File: src/rtl/adc_cal_pkg.sv
// Package: shared state encoding and command codes for the offset/gain corrector.
// Assumes: consumers import it; no logic here.
package adc_cal_pkg;

    typedef enum logic [2:0] {
        ST_RUN,
        ST_CAPZ,
        ST_CAPG,
        ST_GDIV,
        ST_CDIV,
        ST_OUT
    } cal_state_e;

    localparam logic [1:0] OP_ZERO = 2'b01;
    localparam logic [1:0] OP_GAIN = 2'b10;

endpackage

File: src/rtl/adc_cal_avg.sv
// Module: power-of-two sample averager.
// Accumulates 2^AVG_LOG2 signed samples. It flags the last one and presents the floor
// mean (arithmetic shift) including the current sample, so the caller can latch it.
// Assumes: clr and add are never high in the same cycle.
module adc_cal_avg #(
    parameter int DATA_W   = 16,
    parameter int AVG_LOG2 = 2
) (
    input  logic                     clk,
    input  logic                     rst_n,
    input  logic                     clr,
    input  logic                     add,
    input  logic signed [DATA_W-1:0] sample,
    output logic                     last,
    output logic signed [DATA_W-1:0] mean
);
    localparam int N     = 1 << AVG_LOG2;
    localparam int ACC_W = DATA_W + AVG_LOG2;
    localparam int CNT_W = (AVG_LOG2 > 0) ? AVG_LOG2 : 1;

    logic signed [ACC_W-1:0] acc_q;
    logic signed [ACC_W-1:0] sum_nxt;
    logic [CNT_W-1:0]        cnt_q;

    // Running sum including the sample offered now, and its floor mean.
    always_comb begin
        sum_nxt = acc_q + ACC_W'(sample);
        mean    = DATA_W'(sum_nxt >>> AVG_LOG2);
        last    = (cnt_q == CNT_W'(N - 1));
    end

    // Accumulator and sample counter; both restart after the last sample.
    always_ff @(posedge clk) begin
        if (!rst_n || clr) begin
            acc_q <= '0;
            cnt_q <= '0;
        end else if (add) begin
            if (last) begin
                acc_q <= '0;
                cnt_q <= '0;
            end else begin
                acc_q <= sum_nxt;
                cnt_q <= cnt_q + CNT_W'(1);
            end
        end
    end

endmodule

File: src/rtl/adc_cal_div.sv
// Module: unsigned restoring divider, one quotient bit per cycle.
// start loads operands; after NUM_W cycles done pulses for one cycle and quot holds
// the quotient until the next start. Divisor 0 yields all ones.
// Assumes: start is not raised while running.
module adc_cal_div #(
    parameter int NUM_W = 33
) (
    input  logic             clk,
    input  logic             rst_n,
    input  logic             start,
    input  logic [NUM_W-1:0] dividend,
    input  logic [NUM_W-1:0] divisor,
    output logic             running,
    output logic             done,
    output logic [NUM_W-1:0] quot
);
    localparam int CNT_W = $clog2(NUM_W + 1);

    logic [NUM_W-1:0] rem_q;
    logic [NUM_W-1:0] dsr_q;
    logic [NUM_W-1:0] quo_q;
    logic [CNT_W-1:0] cnt_q;
    logic [NUM_W:0]   trial;
    logic             ge;

    // Shift in the next dividend bit and test against the divisor.
    always_comb begin
        trial = {rem_q, quo_q[NUM_W-1]};
        ge    = (trial >= {1'b0, dsr_q});
    end

    // Iteration registers and the completion pulse.
    always_ff @(posedge clk) begin
        if (!rst_n) begin
            rem_q   <= '0;
            dsr_q   <= '0;
            quo_q   <= '0;
            cnt_q   <= '0;
            running <= 1'b0;
            done    <= 1'b0;
        end else begin
            done <= 1'b0;
            if (start) begin
                rem_q   <= '0;
                dsr_q   <= divisor;
                quo_q   <= dividend;
                cnt_q   <= CNT_W'(NUM_W);
                running <= 1'b1;
            end else if (running) begin
                rem_q <= ge ? NUM_W'(trial - {1'b0, dsr_q}) : trial[NUM_W-1:0];
                quo_q <= {quo_q[NUM_W-2:0], ge};
                cnt_q <= cnt_q - CNT_W'(1);
                if (cnt_q == CNT_W'(1)) begin
                    running <= 1'b0;
                    done    <= 1'b1;
                end
            end
        end
    end

    assign quot = quo_q;

    // a new division never starts on top of one in progress.
    a_r7_no_restart: assert property (@(posedge clk) disable iff (!rst_n)
        start |-> !running);
    // completion is a single-cycle pulse.
    a_r7_done_pulse: assert property (@(posedge clk) disable iff (!rst_n)
        done |=> !done);

endmodule

File: src/rtl/adc_cal_corrector.sv
// Module: ADC offset and gain corrector (top).
// Zero and gain captures average 2^AVG_LOG2 samples. The gain ratio (Q.FRAC_W, unsigned)
// = (measured - zero)/ideal. Run mode outputs clamp((x - zero)/ratio) over valid/ready.
// Assumes: one shared sequential divider; commands wait for any pending output.
module adc_cal_corrector #(
    parameter int DATA_W   = 16,
    parameter int AVG_LOG2 = 2,
    parameter int FRAC_W   = 16
) (
    input  logic                     clk,
    input  logic                     rst_n,
    input  logic                     cmd_valid,
    output logic                     cmd_ready,
    input  logic [1:0]               cmd_op,
    input  logic [DATA_W-1:0]        cmd_ideal,
    input  logic                     in_valid,
    output logic                     in_ready,
    input  logic signed [DATA_W-1:0] in_data,
    output logic                     out_valid,
    input  logic                     out_ready,
    output logic signed [DATA_W-1:0] out_data,
    output logic                     busy
);
    import adc_cal_pkg::*;

    localparam int DIFF_W = DATA_W + 1;
    localparam int NUM_W  = DIFF_W + FRAC_W;
    localparam logic [NUM_W-1:0] RATIO_ONE = NUM_W'(1) << FRAC_W;
    localparam logic [NUM_W-1:0] POS_LIM   = NUM_W'({(DATA_W-1){1'b1}});
    localparam logic [NUM_W-1:0] NEG_LIM   = POS_LIM + NUM_W'(1);

    cal_state_e               state_q;
    logic signed [DATA_W-1:0] zp_q;
    logic [NUM_W-1:0]         ratio_q;
    logic [DATA_W-1:0]        ideal_q;
    logic                     neg_q;
    logic signed [DATA_W-1:0] out_q;

    logic                     cmd_fire, in_fire, capturing;
    logic                     avg_last;
    logic signed [DATA_W-1:0] avg_mean;
    logic signed [DIFF_W-1:0] diff_in, gdiff;
    logic [DIFF_W-1:0]        mag_in;
    logic                     gain_ok;
    logic                     div_start, div_running, div_done;
    logic [NUM_W-1:0]         div_num, div_den, div_quot;
    logic signed [DATA_W-1:0] sat_val;

    // Handshake readiness derived from the control state.
    always_comb begin
        capturing = (state_q == ST_CAPZ) || (state_q == ST_CAPG);
        cmd_ready = (state_q == ST_RUN);
        in_ready  = ((state_q == ST_RUN) && !cmd_valid) || capturing;
        cmd_fire  = cmd_valid && cmd_ready;
        in_fire   = in_valid && in_ready;
        busy      = (state_q == ST_GDIV) || (state_q == ST_CDIV);
        out_valid = (state_q == ST_OUT);
        out_data  = out_q;
    end

    // Offset removal at full precision and the gain-capture numerator.
    always_comb begin
        diff_in = {in_data[DATA_W-1], in_data} - {zp_q[DATA_W-1], zp_q};
        mag_in  = diff_in[DIFF_W-1] ? (~diff_in + DIFF_W'(1)) : diff_in;
        gdiff   = {avg_mean[DATA_W-1], avg_mean} - {zp_q[DATA_W-1], zp_q};
        gain_ok = !gdiff[DIFF_W-1] && (gdiff != '0) && (ideal_q != '0);
    end

    // Divider operand selection: correction in run mode, ratio otherwise.
    always_comb begin
        div_start = ((state_q == ST_RUN) && in_fire) ||
                    ((state_q == ST_CAPG) && in_fire && avg_last && gain_ok);
        if (state_q == ST_RUN) begin
            div_num = {mag_in, {FRAC_W{1'b0}}};
            div_den = ratio_q;
        end else begin
            div_num = {gdiff, {FRAC_W{1'b0}}};
            div_den = {{(NUM_W-DATA_W){1'b0}}, ideal_q};
        end
    end

    // Clamp the signed quotient into the output word range.
    always_comb begin
        if (neg_q) begin
            sat_val = (div_quot > NEG_LIM) ? {1'b1, {(DATA_W-1){1'b0}}}
                                           : ~div_quot[DATA_W-1:0] + DATA_W'(1);
        end else begin
            sat_val = (div_quot > POS_LIM) ? {1'b0, {(DATA_W-1){1'b1}}}
                                           : div_quot[DATA_W-1:0];
        end
    end

    adc_cal_avg #(.DATA_W(DATA_W), .AVG_LOG2(AVG_LOG2)) i_avg (
        .clk    (clk),
        .rst_n  (rst_n),
        .clr    (cmd_fire),
        .add    (in_fire && capturing),
        .sample (in_data),
        .last   (avg_last),
        .mean   (avg_mean)
    );

    adc_cal_div #(.NUM_W(NUM_W)) i_div (
        .clk      (clk),
        .rst_n    (rst_n),
        .start    (div_start),
        .dividend (div_num),
        .divisor  (div_den),
        .running  (div_running),
        .done     (div_done),
        .quot     (div_quot)
    );

    // Control sequencer and calibration state registers.
    always_ff @(posedge clk) begin
        if (!rst_n) begin
            state_q <= ST_RUN;
            zp_q    <= '0;
            ratio_q <= RATIO_ONE;
            ideal_q <= '0;
            neg_q   <= 1'b0;
            out_q   <= '0;
        end else begin
            unique case (state_q)
                ST_RUN: begin
                    if (cmd_fire) begin
                        if (cmd_op == OP_ZERO) begin
                            state_q <= ST_CAPZ;
                        end else if (cmd_op == OP_GAIN) begin
                            state_q <= ST_CAPG;
                            ideal_q <= cmd_ideal;
                        end
                    end else if (in_fire) begin
                        neg_q   <= diff_in[DIFF_W-1];
                        state_q <= ST_CDIV;
                    end
                end
                ST_CAPZ: begin
                    if (in_fire && avg_last) begin
                        zp_q    <= avg_mean;
                        state_q <= ST_RUN;
                    end
                end
                ST_CAPG: begin
                    if (in_fire && avg_last) begin
                        state_q <= gain_ok ? ST_GDIV : ST_RUN;
                    end
                end
                ST_GDIV: begin
                    if (div_done) begin
                        ratio_q <= (div_quot == '0) ? NUM_W'(1) : div_quot;
                        state_q <= ST_RUN;
                    end
                end
                ST_CDIV: begin
                    if (div_done) begin
                        out_q   <= sat_val;
                        state_q <= ST_OUT;
                    end
                end
                ST_OUT: begin
                    if (out_ready) begin
                        state_q <= ST_RUN;
                    end
                end
                default: state_q <= ST_RUN;
            endcase
        end
    end

    // the divider only runs in a busy state, and busy blocks both inputs.
    a_r7_busy_blocks: assert property (@(posedge clk) disable iff (!rst_n)
        (div_running |-> busy) and (busy |-> (!in_ready && !cmd_ready)));
    // no command slips in while an output waits.
    a_r8_cmd_held: assert property (@(posedge clk) disable iff (!rst_n)
        out_valid |-> !cmd_ready);
    // output held steady until accepted.
    a_r9_out_stable: assert property (@(posedge clk) disable iff (!rst_n)
        (out_valid && !out_ready) |=> (out_valid && $stable(out_data)));
    // the stored ratio is never zero, so correction never divides by zero.
    a_r3_ratio_nonzero: assert property (@(posedge clk) disable iff (!rst_n)
        ratio_q != '0);

endmodule

File: config.mk
export PLATFORM = sky130hd
export DESIGN_NAME = adc_cal_corrector
export DESIGN_NICKNAME = d
export VERILOG_FILES = /design/src/rtl/adc_cal_pkg.sv /design/src/rtl/adc_cal_avg.sv /design/src/rtl/adc_cal_div.sv /design/src/rtl/adc_cal_corrector.sv
export SDC_FILE = /design/constraint.sdc
export NUM_CORES = 1
export LEC_CHECK = 0
export BUFFER_PORTS_ARGS = -buffer_cell sky130_fd_sc_hd__buf_2
export CAP_MARGIN = 20
export CORE_MARGIN = 3
export CORE_UTILIZATION = 55
export DETAILED_ROUTE_END_ITERATION = 12
export PLACE_DENSITY = 0.69
export SLEW_MARGIN = 25
export SYNTH_ARGS = -nofsm -noshare
export SYNTH_HDL_FRONTEND = slang
export SYNTH_SLANG_ARGS = --single-unit
File: constraint.sdc
create_clock -name clk -period 16 [get_ports clk]
set_input_delay 2.4 -clock clk [delete_from_list [all_inputs] [get_ports clk]]
set_output_delay 2.4 -clock clk [all_outputs]
set_load 0.02 [all_outputs]
# Word level (Yosys, flattened, before mapping)
# Index checks and enable logic that the tools add are counted.
[word_totals] ff_bits=212 output_inout_bits=20 input_bits=39
[op_classes] eq_ne=16 n_bitwise=6 n_mux=29 add_sub_neg=8 reduce_logical=32 n_lt_le_gt_ge=3
[ops] op="$mux W33" n=6
[ops] op="$mux W16" n=3
[ops] op="$ge A34 B33 Y1" n=1
[ops] op="$sub A16 B16 Y17" n=2
[ops] op="$gt A33 B15 Y1 const B" n=1
[ops] op="$gt A33 B16 Y1 const B" n=1
[ops] op="$logic_not A33 Y1" n=1
[ops] op="$sub A33 B33 Y33" n=1
[ops] op="$mux W3" n=9
[ops] op="$add A18 B16 Y18" n=1
[ops] op="$mux W18" n=1
[ops] op="$pmux W3 S6" n=1
[ops] op="$add A17 B2 Y17 const B" n=1
[ops] op="$mux W17" n=1
[ops] op="$not A17 Y17" n=1
[ops] op="$reduce_bool A17 Y1" n=1
[ops] op="$add A16 B1 Y16 const B" n=1
[ops] op="$not A16 Y16" n=1
[ops] op="$reduce_bool A16 Y1" n=1
[ops] op="$mux W6" n=2
[ops] op="$logic_and A1 B1 Y1" n=11
[ops] op="$ne A2 B1 Y1 const B" n=5
[ops] op="$reduce_and A7 Y1" n=1
[ops] op="$eq A3 B2 Y1 const B" n=2
[ops] op="21 further kinds" n=38

# Logic depth before layout (Yosys ltp)
# Gate-level depths: netlist of the first run.
[logic_depth] ltp_word=9 ltp_mapped=21 ltp_nobuf=19

# Hierarchy
# Synthesis of the first run repeated with hierarchy kept, for this count alone.
[unflattened] hier_cells=1902 area_unflattened_um2=14896.8
[modules_own_cells] mod="adc_cal_div" cells_each=814 area_each_um2=6652.6 seq_area_each_um2=2142.1 instances=1
[modules_own_cells] mod="adc_cal_corrector" cells_each=889 area_each_um2=6542.5 seq_area_each_um2=1701.6 instances=1
[modules_own_cells] mod="adc_cal_avg" cells_each=199 area_each_um2=1701.6 seq_area_each_um2=400.4 instances=1

# Worst setup path before layout of the first run
# No wires, ideal clock.
[synth_path] kind="input port to flip-flop" from="input in_data[0]" to="register i_div.quo_q[21] (netlist: i_div.quot[21])" path_slack_ns=8.977 arrival_ns=6.886 path_stages=20 n_path_buf=2 path_cell_list="ha_1 > fa_1 > a21oi_1 > o21ai_0 > or4_1 > a31o_2 > o41ai_1 > o21bai_1 > a21oi_1 > xnor2_1 > ha_1 > nand2_1 > o41ai_1 > a21oi_1 > nor2_1 > nand3_1 > o21ai_2 > buf_2 > buf_1 > a31oi_1"
[synth_via] elab_chain_len=8 elab_cells_between_ends=15 cone_classes="4 x add/sub; 3 x mux; 1 x bitwise; 7 x reduce/logical"
[synth_rtl] item="start: declaration" line="adc_cal_corrector.sv:18" rtl="input logic signed [DATA_W-1:0] in_data,"
[synth_rtl] item="$add A18 B16 Y18 (*)" line="adc_cal_avg.sv:27" rtl="sum_nxt = acc_q + ACC_W'(sample);"
[synth_rtl] item="net avg_mean[12]" line="adc_cal_corrector.sv:41" rtl="logic signed [DATA_W-1:0] avg_mean;"
[synth_rtl] item="$sub A16 B16 Y17 (*)" line="adc_cal_corrector.sv:65" rtl="gdiff = {avg_mean[DATA_W-1], avg_mean} - {zp_q[DATA_W-1], zp_q};"
[synth_rtl] item="$reduce_bool A17 Y1 or $logic_not A1 Y1 (tied branches)" line="adc_cal_corrector.sv:66" rtl="gain_ok = !gdiff[DIFF_W-1] && (gdiff != '0) && (ideal_q != '0);"
[synth_rtl] item="$logic_and A1 B1 Y1 (*) (2 in a row)" line="adc_cal_corrector.sv:66"
[synth_rtl] item="$logic_and A1 B1 Y1 (*)" line="adc_cal_corrector.sv:72" rtl="((state_q == ST_CAPG) && in_fire && avg_last && gain_ok);"
[synth_rtl] item="$logic_or A1 B1 Y1 (*)" line="adc_cal_corrector.sv:71" rtl="div_start = ((state_q == ST_RUN) && in_fire) ||"
[synth_rtl] item="$mux W33 or $reduce_bool A2 Y1 (tied branches)"
[synth_rtl] item="end signal: assignment" line="adc_cal_div.sv:46" rtl="quo_q <= dividend;"
[synth_rtl] item="end signal: assignment" line="adc_cal_div.sv:51" rtl="quo_q <= {quo_q[NUM_W-2:0], ge};"
[synth_rtl] item="end: declaration" line="adc_cal_div.sv:21" rtl="logic [NUM_W-1:0] quo_q;"
# The timed path passes the listed nets; every way through them passes the cells marked *.
# A chain may end at the register's enable or synchronous reset.

# Worst setup path in the final report of the first run
[layout_path] from="input in_data[0]" to="register i_div.rem_q[25]"
[layout_via] elab_chain_len=8 elab_cells_between_ends=9 cone_classes="2 x add/sub; 7 x reduce/logical"
[layout_rtl] item="$add A18 B16 Y18 (*)" line="adc_cal_avg.sv:27"
[layout_rtl] item="net avg_mean[12]" line="adc_cal_corrector.sv:41"
[layout_rtl] item="$sub A16 B16 Y17 (*)" line="adc_cal_corrector.sv:65"
[layout_rtl] item="$reduce_bool A17 Y1 or $logic_not A1 Y1 (tied branches)" line="adc_cal_corrector.sv:66"
[layout_rtl] item="$logic_and A1 B1 Y1 (*) (2 in a row)" line="adc_cal_corrector.sv:66"
[layout_rtl] item="$logic_and A1 B1 Y1 (*)" line="adc_cal_corrector.sv:72"
[layout_rtl] item="$logic_or A1 B1 Y1 (*)" line="adc_cal_corrector.sv:71"
[layout_rtl] item="$reduce_or A2 Y1 (no line) (*)"
[layout_rtl] item="end signal: assignment" line="adc_cal_div.sv:50" rtl="rem_q <= ge ? NUM_W'(trial - {1'b0, dsr_q}) : trial[NUM_W-1:0];"
[layout_rtl] item="end: declaration" line="adc_cal_div.sv:19" rtl="logic [NUM_W-1:0] rem_q;"
# Marks and branches as above.

==> metrics.txt, run 1 <==
status complete, no violations; Die Y 161 um; actual slew at the worst max-slew pin 0.871 ns; starting density of the core 0.560; H-tree Lvls 1; crit path cell chain buf_2 -> ha_1 -> fa_1 -> a21oi_1 -> o21ai_0 -> or4_1 -> a31o_2 -> o41ai_1 -> o21bai_1 -> a21oi_1 -> xnor2_1 -> ha_1 -> nand2_1 -> o41ai_1 -> a21oi_1 -> nor2_1 -> nand3_1 -> o21ai_4 -> buf_4 -> or2_1 -> buf_4 -> a211oi_1; fin nets 1832; Layout area overhead 9.32%; Reg-to-Reg End i_div.rem_q[25]; post-route cell area 14400 um2; I/O pin total 59; CTS sink count 212; Clock Latency Late Sink 0.54 ns; Die ar. 25900 um2; Hold Path Origin out_data[2]; startpoint type of the worst setup path input port; DR iter-0 viols 818; largest net degree at the start of global routing 71; hold_buf cts 0; Max Fclk 121 MHz; Critical Path AT 8.64 ns; maximum net fanout on the critical path 70; DRT antenna net count 0; global-route wire length before repair 57400 um; n_diodes 0; placed inst area 13700 um2; leading area contributor after synthesis dfxtp_1; post_cts resized 0; VDD IR-drop max 419 uV; routability-driven placement congestion ratio 0.906; Clk pin slew, worst setup/hold paths 0.06 ns; Post-Synth Adder-Cell Area 0.0914; hold path depth 2; core box area 23500 um2; number of port buffers 58; DP HPWL 25100 um; top-area cell type share of the netlist area 0.322; Final Max Tran Viols 0; PwrDens 200 nW/um2; Ys Warns 0; Site Rows 56; Syn Inst Count 1686; worst path required time 16.38 ns; period utilization 0.516; GRT Residual Overflow 0; Setup Skew 0.0106 ns; hold endpoint out_data[2]; worst setup path class in -> reg; # DRC 0; Critical Path Source in_data[0]; final wirelength 34500 um; initial antenna violation count 0; Worst Reg-to-Reg Cells 21; CP max-delay cell o41ai_1; Synth Register Bits 212; Async SR Flop Fraction 0; number of synthesized flops with an enable pin 0; Reg2Reg Launch Point i_avg.acc_q[0]; final hold violations 0; CP most frequent cell a21oi_1; via count 12000; cell area after synthesis 13200 um2; top cells by count, synth nand2_1, dfxtp_1, a21oi_1; Yosys cell types 74; cell with the most instances after synthesis nand2_1; 1st-pass router iterations 5; Hold Path Class reg -> reg; Filler Cell Count 2211; Tmin final 8.26 ns; syn_nets 1819; Hold WS 0.450 ns; post-synthesis sequential area ratio 0.322; Max-slew headroom 0.418; Clock Tree Buf Depth 3; XOR/XNOR Fraction of Synth Area 0.0564; Largest stage delay, worst path 0.60 ns; largest cells by area after synthesis dfxtp_1, ha_1, nand2_1; WL per Instance 17.0 um; Final Util 0.613; Setup Viol. Count Final 0; most frequently used flop master after synthesis dfxtp_1; Tot GR Track Use 0.264; Avg Cell Area, Syn 7.82 um2; setup repair bufs after CTS 0; CTS tree built; CTS Buf Count 25; setup total negative slack 0 ns; r2r setup slk 9.42 ns; layout cell share with drive strength beyond 1 0.0835; main combinational cell family by area after synthesis compound AO/OA/AOI/OAI gates; simple-gate share of the synthesized area 0.214; CP Capture Type register; Vias/cell 5.88; die width 161 um; RSZ-0062 raised after global routing no; root buffer cell clkbuf_16; mux cell area share after synthesis 0.0347; leakage 0.00559 uW; compound-gate portion of the synthesized area 0.232; Max Cap Viol 0; vias in the first global route 11400
[area by class of cell]
cell class | instances | area [um2] | share of cell area
clock buffers | 30 | 664 | 0.0461
well taps | 319 | 399 | 0.0277
clock inverters | 10 | 96.3 | 0.00668
inverters | 82 | 308 | 0.0213
repair buffers | 71 | 388 | 0.0269
multi-input cells | 1307 | 8320 | 0.577
flip-flops and latches | 212 | 4250 | 0.295
[cell usage in the layout (no fill, tap or decap), types with 7 or more instances in the layout]
master and count:
o41ai_1 8, nand3_1 21, o211ai_1 29, xnor2_1 58, a31oi_1 22, clkbuf_16 25, nand3b_1 7, nor4_1 14
o211a_1 20, a22o_1 18, and2_1 9, and3_1 12, o21ai_0 75, nor3_1 33, mux2i_1 30, mux2_2 14
xor2_1 27, dfxtp_1 211, nand2b_1 10, nor2_1 151, o21a_1 7, o21bai_1 8, a21oi_1 173, nand4_1 11
buf_2 58, a211oi_1 26, or3_1 19, ha_1 90, a22oi_1 19, buf_4 13, and4_1 7, or3b_1 10
nand2_1 263, inv_1 80, a311oi_1 18, a21o_1 17, nor2b_1 15
[stage by stage]
step	std cells	total power, uW	worst slack (ns)
floorplan	1686	2000	8.98
global placement	1991	2310	7.46
detailed placement	1991	2330	7.34
CTS	2031	2880	7.85
global route	2031	3110	7.18
finish	2031	2880	7.74
[report_power, final]
| part | internal (uW) | total (uW) | switching (uW) |
|---|---|---|---|
| clock | 311 | 540 | 229 |
| sequential | 614 | 717 | 103 |
| combinational | 651 | 1620 | 971 |
| total | 1580 | 2880 | 1300 |
[critical path: cells and delay by family]
family | cells | cell delay (ns)
adder cells (fa/ha/maj) | 3 | 1.06
buffers and inverters | 3 | 1.06
XOR/XNOR | 1 | 0.13
AO/OA/AOI/OAI | 10 | 2.58
AND/OR/NAND/NOR | 5 | 1.39
[worst max path at each step]
stage,end,depth (start not counted),slack [ns]
final,i_div.rem_q[25],22,7.74
after global placement,i_div.cnt_q[1],22,7.46
after detailed placement,i_div.cnt_q[1],22,7.34
after global routing,i_div.rem_q[25],22,7.18
after floorplan,i_div.quot[21],20,8.98
after CTS,i_div.rem_q[25],22,7.85
[flip-flops by register name, indices dropped and copies added (netlist names)]
name / cells
out_data: 16
i_div.cnt_q: 6
i_div.dsr_q: 33
state_q: 3
zp_q: 16
ratio_q: 33
i_div.rem_q: 33
i_avg.cnt_q: 2
i_div.quot: 33
i_div.done: 1
ideal_q: 16
i_div.running: 1
i_avg.acc_q: 18
neg_q: 1
[kinds of logic (layout without fill, tap and decap cells)]
family	after synthesis	in the layout
AO/OA/AOI/OAI	473	473
XOR/XNOR	85	85
adder cells (fa/ha/maj)	94	94
buffers and inverters	167	193
flip-flops	212	212
multiplexers	44	44
AND/OR/NAND/NOR	611	611
[per-layer routing]
layer / wire (um) / up-vias / global-route usage
li1: - / 6050 / -
met1: 15700 / 5550 / 0.355
met2: 16000 / 296 / 0.443
met3: 1610 / 54 / 0.0281
met4: 1170 / 0 / 0.0888
met5: 0 / - / 0
Note: power is estimated with default switching activity, not from simulation.
==> run 2: changes to the inputs <==
--- a/config.mk
+++ b/config.mk
@@ -10,7 +10,7 @@
 export CORE_MARGIN = 3
 export CORE_UTILIZATION = 55
 export DETAILED_ROUTE_END_ITERATION = 12
-export PLACE_DENSITY = 0.69
+export PLACE_DENSITY = 0.72
 export SLEW_MARGIN = 25
 export SYNTH_ARGS = -nofsm -noshare
 export SYNTH_HDL_FRONTEND = slang
==> constraint.sdc (replaced) <==
create_clock -name clk -period 6.92 [get_ports clk]
set_input_delay 1.038 -clock clk [delete_from_list [all_inputs] [get_ports clk]]
set_output_delay 1.038 -clock clk [all_outputs]
set_load 0.02 [all_outputs]
==> run 2 against run 1 <==
Power grew 140%. Critical path depth shrank 2. Critical path type unchanged. Combinational power increased by 130%.
==> metrics.txt, run 2 (synthesized netlist as in run 1, its figures left out) <==
Setup Viol. Count Final 0 (unchanged); hold_buf cts 0 (unchanged); DP HPWL 25100 um (-0.29%); Layout area overhead 10.6%; starting density of the core 0.560 (unchanged); final hold violations 0 (unchanged); Finished Layout Cells 2033 (+0.098%); PwrDens 470 nW/um2 (+140%); Hold WS 0.449 ns (-0.000799 ns); CP Capture Type register; Die ar. 25900 um2 (unchanged); number of port buffers 58 (unchanged); DRT antenna net count 0 (unchanged); routability-driven placement congestion ratio 0.894 (-1.3%); WL per Instance 16.8 um (-1.4%); Max Cap Viol 0 (unchanged); Clock Latency Late Sink 0.52 ns (-0.02 ns); Max-slew headroom 0.379 (-0.0388); CTS tree built; leakage 0.00565 uW (+1.2%); Max Fclk 167 MHz; Die Y 161 um (unchanged); CTS sink count 212 (unchanged); fin nets 1831 (-0.055%); core box area 23500 um2 (unchanged); # DRC 0 (unchanged); n_diodes 0 (unchanged); maximum net fanout on the critical path 17 (-76%); Setup Skew 0.0137 ns (+0.00314 ns); final wirelength 34100 um (-1.3%); I/O pin total 59 (unchanged); global-route wire length before repair 55800 um (-2.8%); Multi-input gate area 8320 um2 (about the same); CTS Buf Count 24 (-4.0%); 1st-pass router iterations 5 (unchanged); worst setup path class in -> reg; vias in the first global route 11200 (-1.7%); Tot GR Track Use 0.256 (-0.00809); status complete, no violations; startpoint type of the worst setup path input port; Vias/cell 5.89 (+0.14%); DP Cell Count 1990 (-0.050%); initial antenna violation count 0 (unchanged); most frequent cells in the layout nand2_1, dfxtp_1, a21oi_1; setup repair bufs after CTS 0 (unchanged); Filler Cell Count 2176 (-1.6%); Tmin final 6.00 ns; Site Rows 56 (unchanged); GRT Residual Overflow 0 (unchanged); Clk pin slew, worst setup/hold paths 0.07 ns (about the same); period utilization 0.868; sequential cell area 4250 um2 (unchanged); commonest non-fill, non-tap cell in the layout nand2_1; setup total negative slack 0 ns (unchanged); Clock Tree Buf Depth 3 (unchanged); RSZ-0062 raised after global routing no; largest net degree at the start of global routing 66 (-7.0%); via count 12000 (+0.24%); worst path required time 7.38 ns (-9.00 ns); DR iter-0 viols 858 (+4.9%); placed inst area 13700 um2 (+0.15%); VDD IR-drop max 430 uV (+2.7%); Critical Path AT 6.46 ns (-2.18 ns); die width 161 um (unchanged); post_cts resized 0 (unchanged); Final Max Tran Viols 0 (unchanged); root buffer cell clkbuf_16; H-tree Lvls 1 (unchanged); layout cell share with drive strength beyond 1 0.0869 (+0.00340); Hold Path Class reg -> reg; post-route cell area 14600 um2 (+1.1%); actual slew at the worst max-slew pin 0.932 ns (+0.0604 ns)
==> run 2: cell count changes in the layout (fill, tap and decap cells not counted), moves of 2 or more <==
| cell | change |
|---|---|
| clkbuf_1 | -3 |
| buf_12 | +2 |
| bufinv_16 | +4 |
| clkbuf_8 | +3 |
| buf_4 | -3 |
| clkinv_2 | -3 |
==> run 2: layer usage <==
| layer | global-route usage | vias to the layer above | wire length [um] |
|---|---|---|---|
| met1 | 0.335 | 5610 | 15600 |
| li1 | - | 6038 | - |
| met2 | 0.433 | 274 | 15800 |
| met5 | 0 | - | 0 |
| met3 | 0.0371 | 57 | 1470 |
| met4 | 0.0849 | 0 | 1240 |
==> run 2: area by class of cell <==
type                       instances  share of cell area
multi-input combinational       1307               0.571
inverter                          82              0.0211
clock inverter                    12              0.0136
tap                              319              0.0274
sequential                       212               0.291
clock buffer                      30              0.0476
timing repair buffer              71              0.0286
==> run 2: path summary, 6_finish.rpt <==
path	cells after the start	slack, ns	to	from
max	20	0.92	i_div.dsr_q[18]	in_data[0]
min	2	0.45	out_data[0]	out_data[0]
max reg2reg	19	1.25	i_div.dsr_q[18]	i_avg.acc_q[0]
min reg2reg	2	0.45	out_data[0]	out_data[0]
==> run 2: worst max-delay path, stage by stage <==
cell      delay (ns)
buf_2           0.11
ha_1            0.23
fa_1            0.42
a21oi_1         0.17
o21ai_0         0.17
or4_1           0.47
a31o_2          0.24
o41ai_1         0.55
o21bai_1        0.12
a21oi_1         0.19
xnor2_1         0.12
ha_1            0.39
nand2_1         0.09
o41ai_1         0.55
a21oi_1         0.18
nor2_1          0.20
nand3_1         0.14
o21ai_4         0.26
and3_1          0.60
a22o_1          0.23
==> run 2: per-stage QoR <==
step / utilization / power [uW] / setup WS, ns
final: 0.619 / 6850 / 0.916
after global routing: 0.619 / 7380 / 0.297
after detailed placement: 0.581 / 5390 / 0.424
after global placement: 0.581 / 5320 / 0.503
after floorplan: - / 4630 / 1.26
after CTS: 0.619 / 6830 / 0.937
==> run 2: report_power, final <==
part | total [uW] | switching (uW) | internal [uW]
logic | 3770 | 2250 | 1520
registers | 1660 | 243 | 1420
clock network | 1420 | 528 | 895
total | 6850 | 3020 | 3830
==> run 3: changes to the inputs <==
--- a/config.mk
+++ b/config.mk
@@ -14,4 +14,5 @@
 export SLEW_MARGIN = 25
 export SYNTH_ARGS = -nofsm -noshare
 export SYNTH_HDL_FRONTEND = slang
+export SYNTH_HIERARCHICAL = 1
 export SYNTH_SLANG_ARGS = --single-unit
==> run 3 against run 2 <==
Setup slack worse by 0.029 ns. Die area is 12% higher. First-iteration DRC count is 15% higher. Flip-flop and latch count stayed put. Utilization fell by 0.42 points. Highest routed layer unchanged.
==> metrics.txt, run 3 <==
Max Cap Viol 0 (unchanged); Synth Register Bits 212 (unchanged); I/O pin total 59 (unchanged); Max Fclk 166 MHz (-0.49%); Clock Latency Late Sink 0.53 ns (about the same); post-synthesis sequential area ratio 0.285 (-0.0368); DRT antenna net count 0 (unchanged); Hold Path Class reg -> reg; Filler Cell Count 2305 (+5.9%); Critical Path AT 6.46 ns (about the same); Ys Warns 6 (+6); final wirelength 38200 um (+12%); PnR Total Power 8530 uW (+25%); Yosys cell types 98 (+32%); DR iter-0 viols 985 (+15%); Layout area overhead 8.85%; Final Max Tran Viols 0 (unchanged); post-route cell area 16200 um2 (+11%); status complete, no violations; Buf/Inv on CP 3 (+2); Max-slew headroom 0.293 (-0.0860); Die ar. 29100 um2 (+12%); Largest stage delay, worst path 0.48 ns (-0.12 ns); layout cell share with drive strength beyond 1 0.0874 (+0.000432); commonest non-fill, non-tap cell in the layout nand2_1; final hold violations 0 (unchanged); CTS sink count 212 (unchanged); CP Capture Type register; Hold WS 0.460 ns (+0.0114 ns); Clk pin slew, worst setup/hold paths 0.06 ns (about the same); setup repair bufs after CTS 0 (unchanged); maximum net fanout on the critical path 10 (-7); Die Y 171 um (+6.0%); leading area contributor after synthesis dfxtp_1; Vias/cell 5.94 (+0.85%); fin nets 2038 (+11%); PwrDens 526 nW/um2 (+12%); Setup Skew 0.0185 ns (+0.00480 ns); period utilization 0.872 (+0.00426); initial antenna violation count 0 (unchanged); WL per Instance 16.9 um (+0.77%); DP HPWL 27800 um (+11%); number of port buffers 58 (unchanged); leakage 0.00641 uW (+13%); Site Rows 59 (+5.4%); hold path depth 2 (unchanged); Setup Viol. Count Final 0 (unchanged); placed inst area 15300 um2 (+12%); worst setup path class in -> reg; CP delay by family, top compound AO/OA/AOI/OAI gates; CTS tree built; RSZ-0062 raised after global routing no; starting density of the core 0.565 (+0.00494); post_cts resized 0 (unchanged); number of synthesized flops with an enable pin 0 (unchanged); actual slew at the worst max-slew pin 1.06 ns (+0.125 ns); top cells by count, synth nand2_1, dfxtp_1, o21ai_0; setup total negative slack 0 ns (unchanged); Tot GR Track Use 0.256 (+0.000519); VDD IR-drop max 599 uV (+39%); hold_buf cts 0 (unchanged); Async SR Flop Fraction 0 (unchanged); global-route wire length before repair 62700 um (+12%); # DRC 0 (unchanged); most frequent cells in the layout nand2_1, dfxtp_1, o21ai_0; 1st-pass router iterations 5 (unchanged); vias in the first global route 12400 (+10%); crit path cell chain buf_2 -> ha_1 -> inv_1 -> fa_1 -> nor2b_1 -> o31a_1 -> o21ai_2 -> o31ai_1 -> xor2_1 -> ha_1 -> a21oi_1 -> o21ai_0 -> nand2_1 -> o211ai_1 -> a211oi_1 -> xnor2_1 -> or3b_2 -> nor4b_2 -> o21ai_4 -> nor2b_2 -> buf_4 -> nand3_2 -> o32ai_2; largest net degree at the start of global routing 101 (+53%); H-tree Lvls 1 (unchanged); CP most frequent cell ha_1; die width 171 um (+6.0%); GRT Residual Overflow 0 (unchanged); top-area cell type share of the netlist area 0.285 (-0.0368); worst path required time 7.35 ns (-0.03 ns); root buffer cell clkbuf_16; startpoint type of the worst setup path input port; Avg Cell Area, Syn 7.83 um2 (+0.10%); CP max-delay cell or3b_2; most frequently used flop master after synthesis dfxtp_1; via count 13400 (+12%); n_diodes 0 (unchanged); Worst Reg-to-Reg Cells 22 (+3); cell area after synthesis 14900 um2 (+13%); routability-driven placement congestion ratio 0.937 (+4.7%); cell with the most instances after synthesis nand2_1; Syn Inst Count 1902 (+13%); CTS Buf Count 25 (+4.2%); Clock Tree Buf Depth 3 (unchanged); core box area 26400 um2 (+12%); Tmin final 6.03 ns (+0.0295 ns); critical path depth 23 (+15%); largest cells by area after synthesis dfxtp_1, nand2_1, ha_1
run 3: final cells by class:
class,count,area (um2),share of cell area
clock buffer,33,716,0.0441
clock inverter,12,203,0.0125
inverter,84,315,0.0194
multi-input combinational,1512,9930,0.612
sequential,212,4250,0.262
tap,335,419,0.0258
timing repair buffer,70,383,0.0236
run 3: path summary, 6_finish.rpt:
path,startpoint,to,slack [ns]
setup / recovery,in_data[0],i_div/rem_q[29],0.89
hold / removal,ratio_q[17],ratio_q[17],0.46
setup reg to reg,i_avg/acc_q[0],i_div/rem_q[29],1.17
hold reg to reg,ratio_q[17],ratio_q[17],0.46
run 3: tightest hold or removal path, cell delays in order, from the launching register on:
cell and delay, ns:
dfxtp_1 0.30, nand2_1 0.05, a21boi_0 0.06
run 3: layer usage:
layer | track usage | vias up | part of all wire | wire [um]
met5 | 0 | - | 0 | 0
met4 | 0.0646 | 0 | 0.023 | 875
met3 | 0.0300 | 56 | 0.052 | 1990
met2 | 0.411 | 362 | 0.45 | 17100
met1 | 0.368 | 6293 | 0.48 | 18200
li1 | - | 6707 | - | -
run 3: cell families after synthesis:
family / count (synthesis) / synth area share
simple gates: 713 / 0.236
compound gates: 504 / 0.228
flops: 212 / 0.285
buf+inv: 193 / 0.0534
fa+ha+maj: 94 / 0.0810
mux: 93 / 0.0629
xor+xnor: 92 / 0.0541
other cells: 1 / 0.000252
run 3: stage by stage:
step | worst slack (ns) | cells | utilization
2_1_floorplan | 1.35 | 1917 | -
3_3_place_gp | 0.649 | 2213 | 0.580
3_5_place_dp | 0.517 | 2213 | 0.580
4_1_cts | 1.02 | 2258 | 0.615
5_1_grt | 0.487 | 2258 | 0.615
6_report | 0.886 | 2258 | 0.615
run 3: power breakdown:
group | switching (uW) | leakage [uW] | internal, uW
clock | 542 | 0.000450 | 916
combinational | 3390 | 0.00425 | 2000
sequential | 278 | 0.00172 | 1410
total | 4210 | 0.00641 | 4330
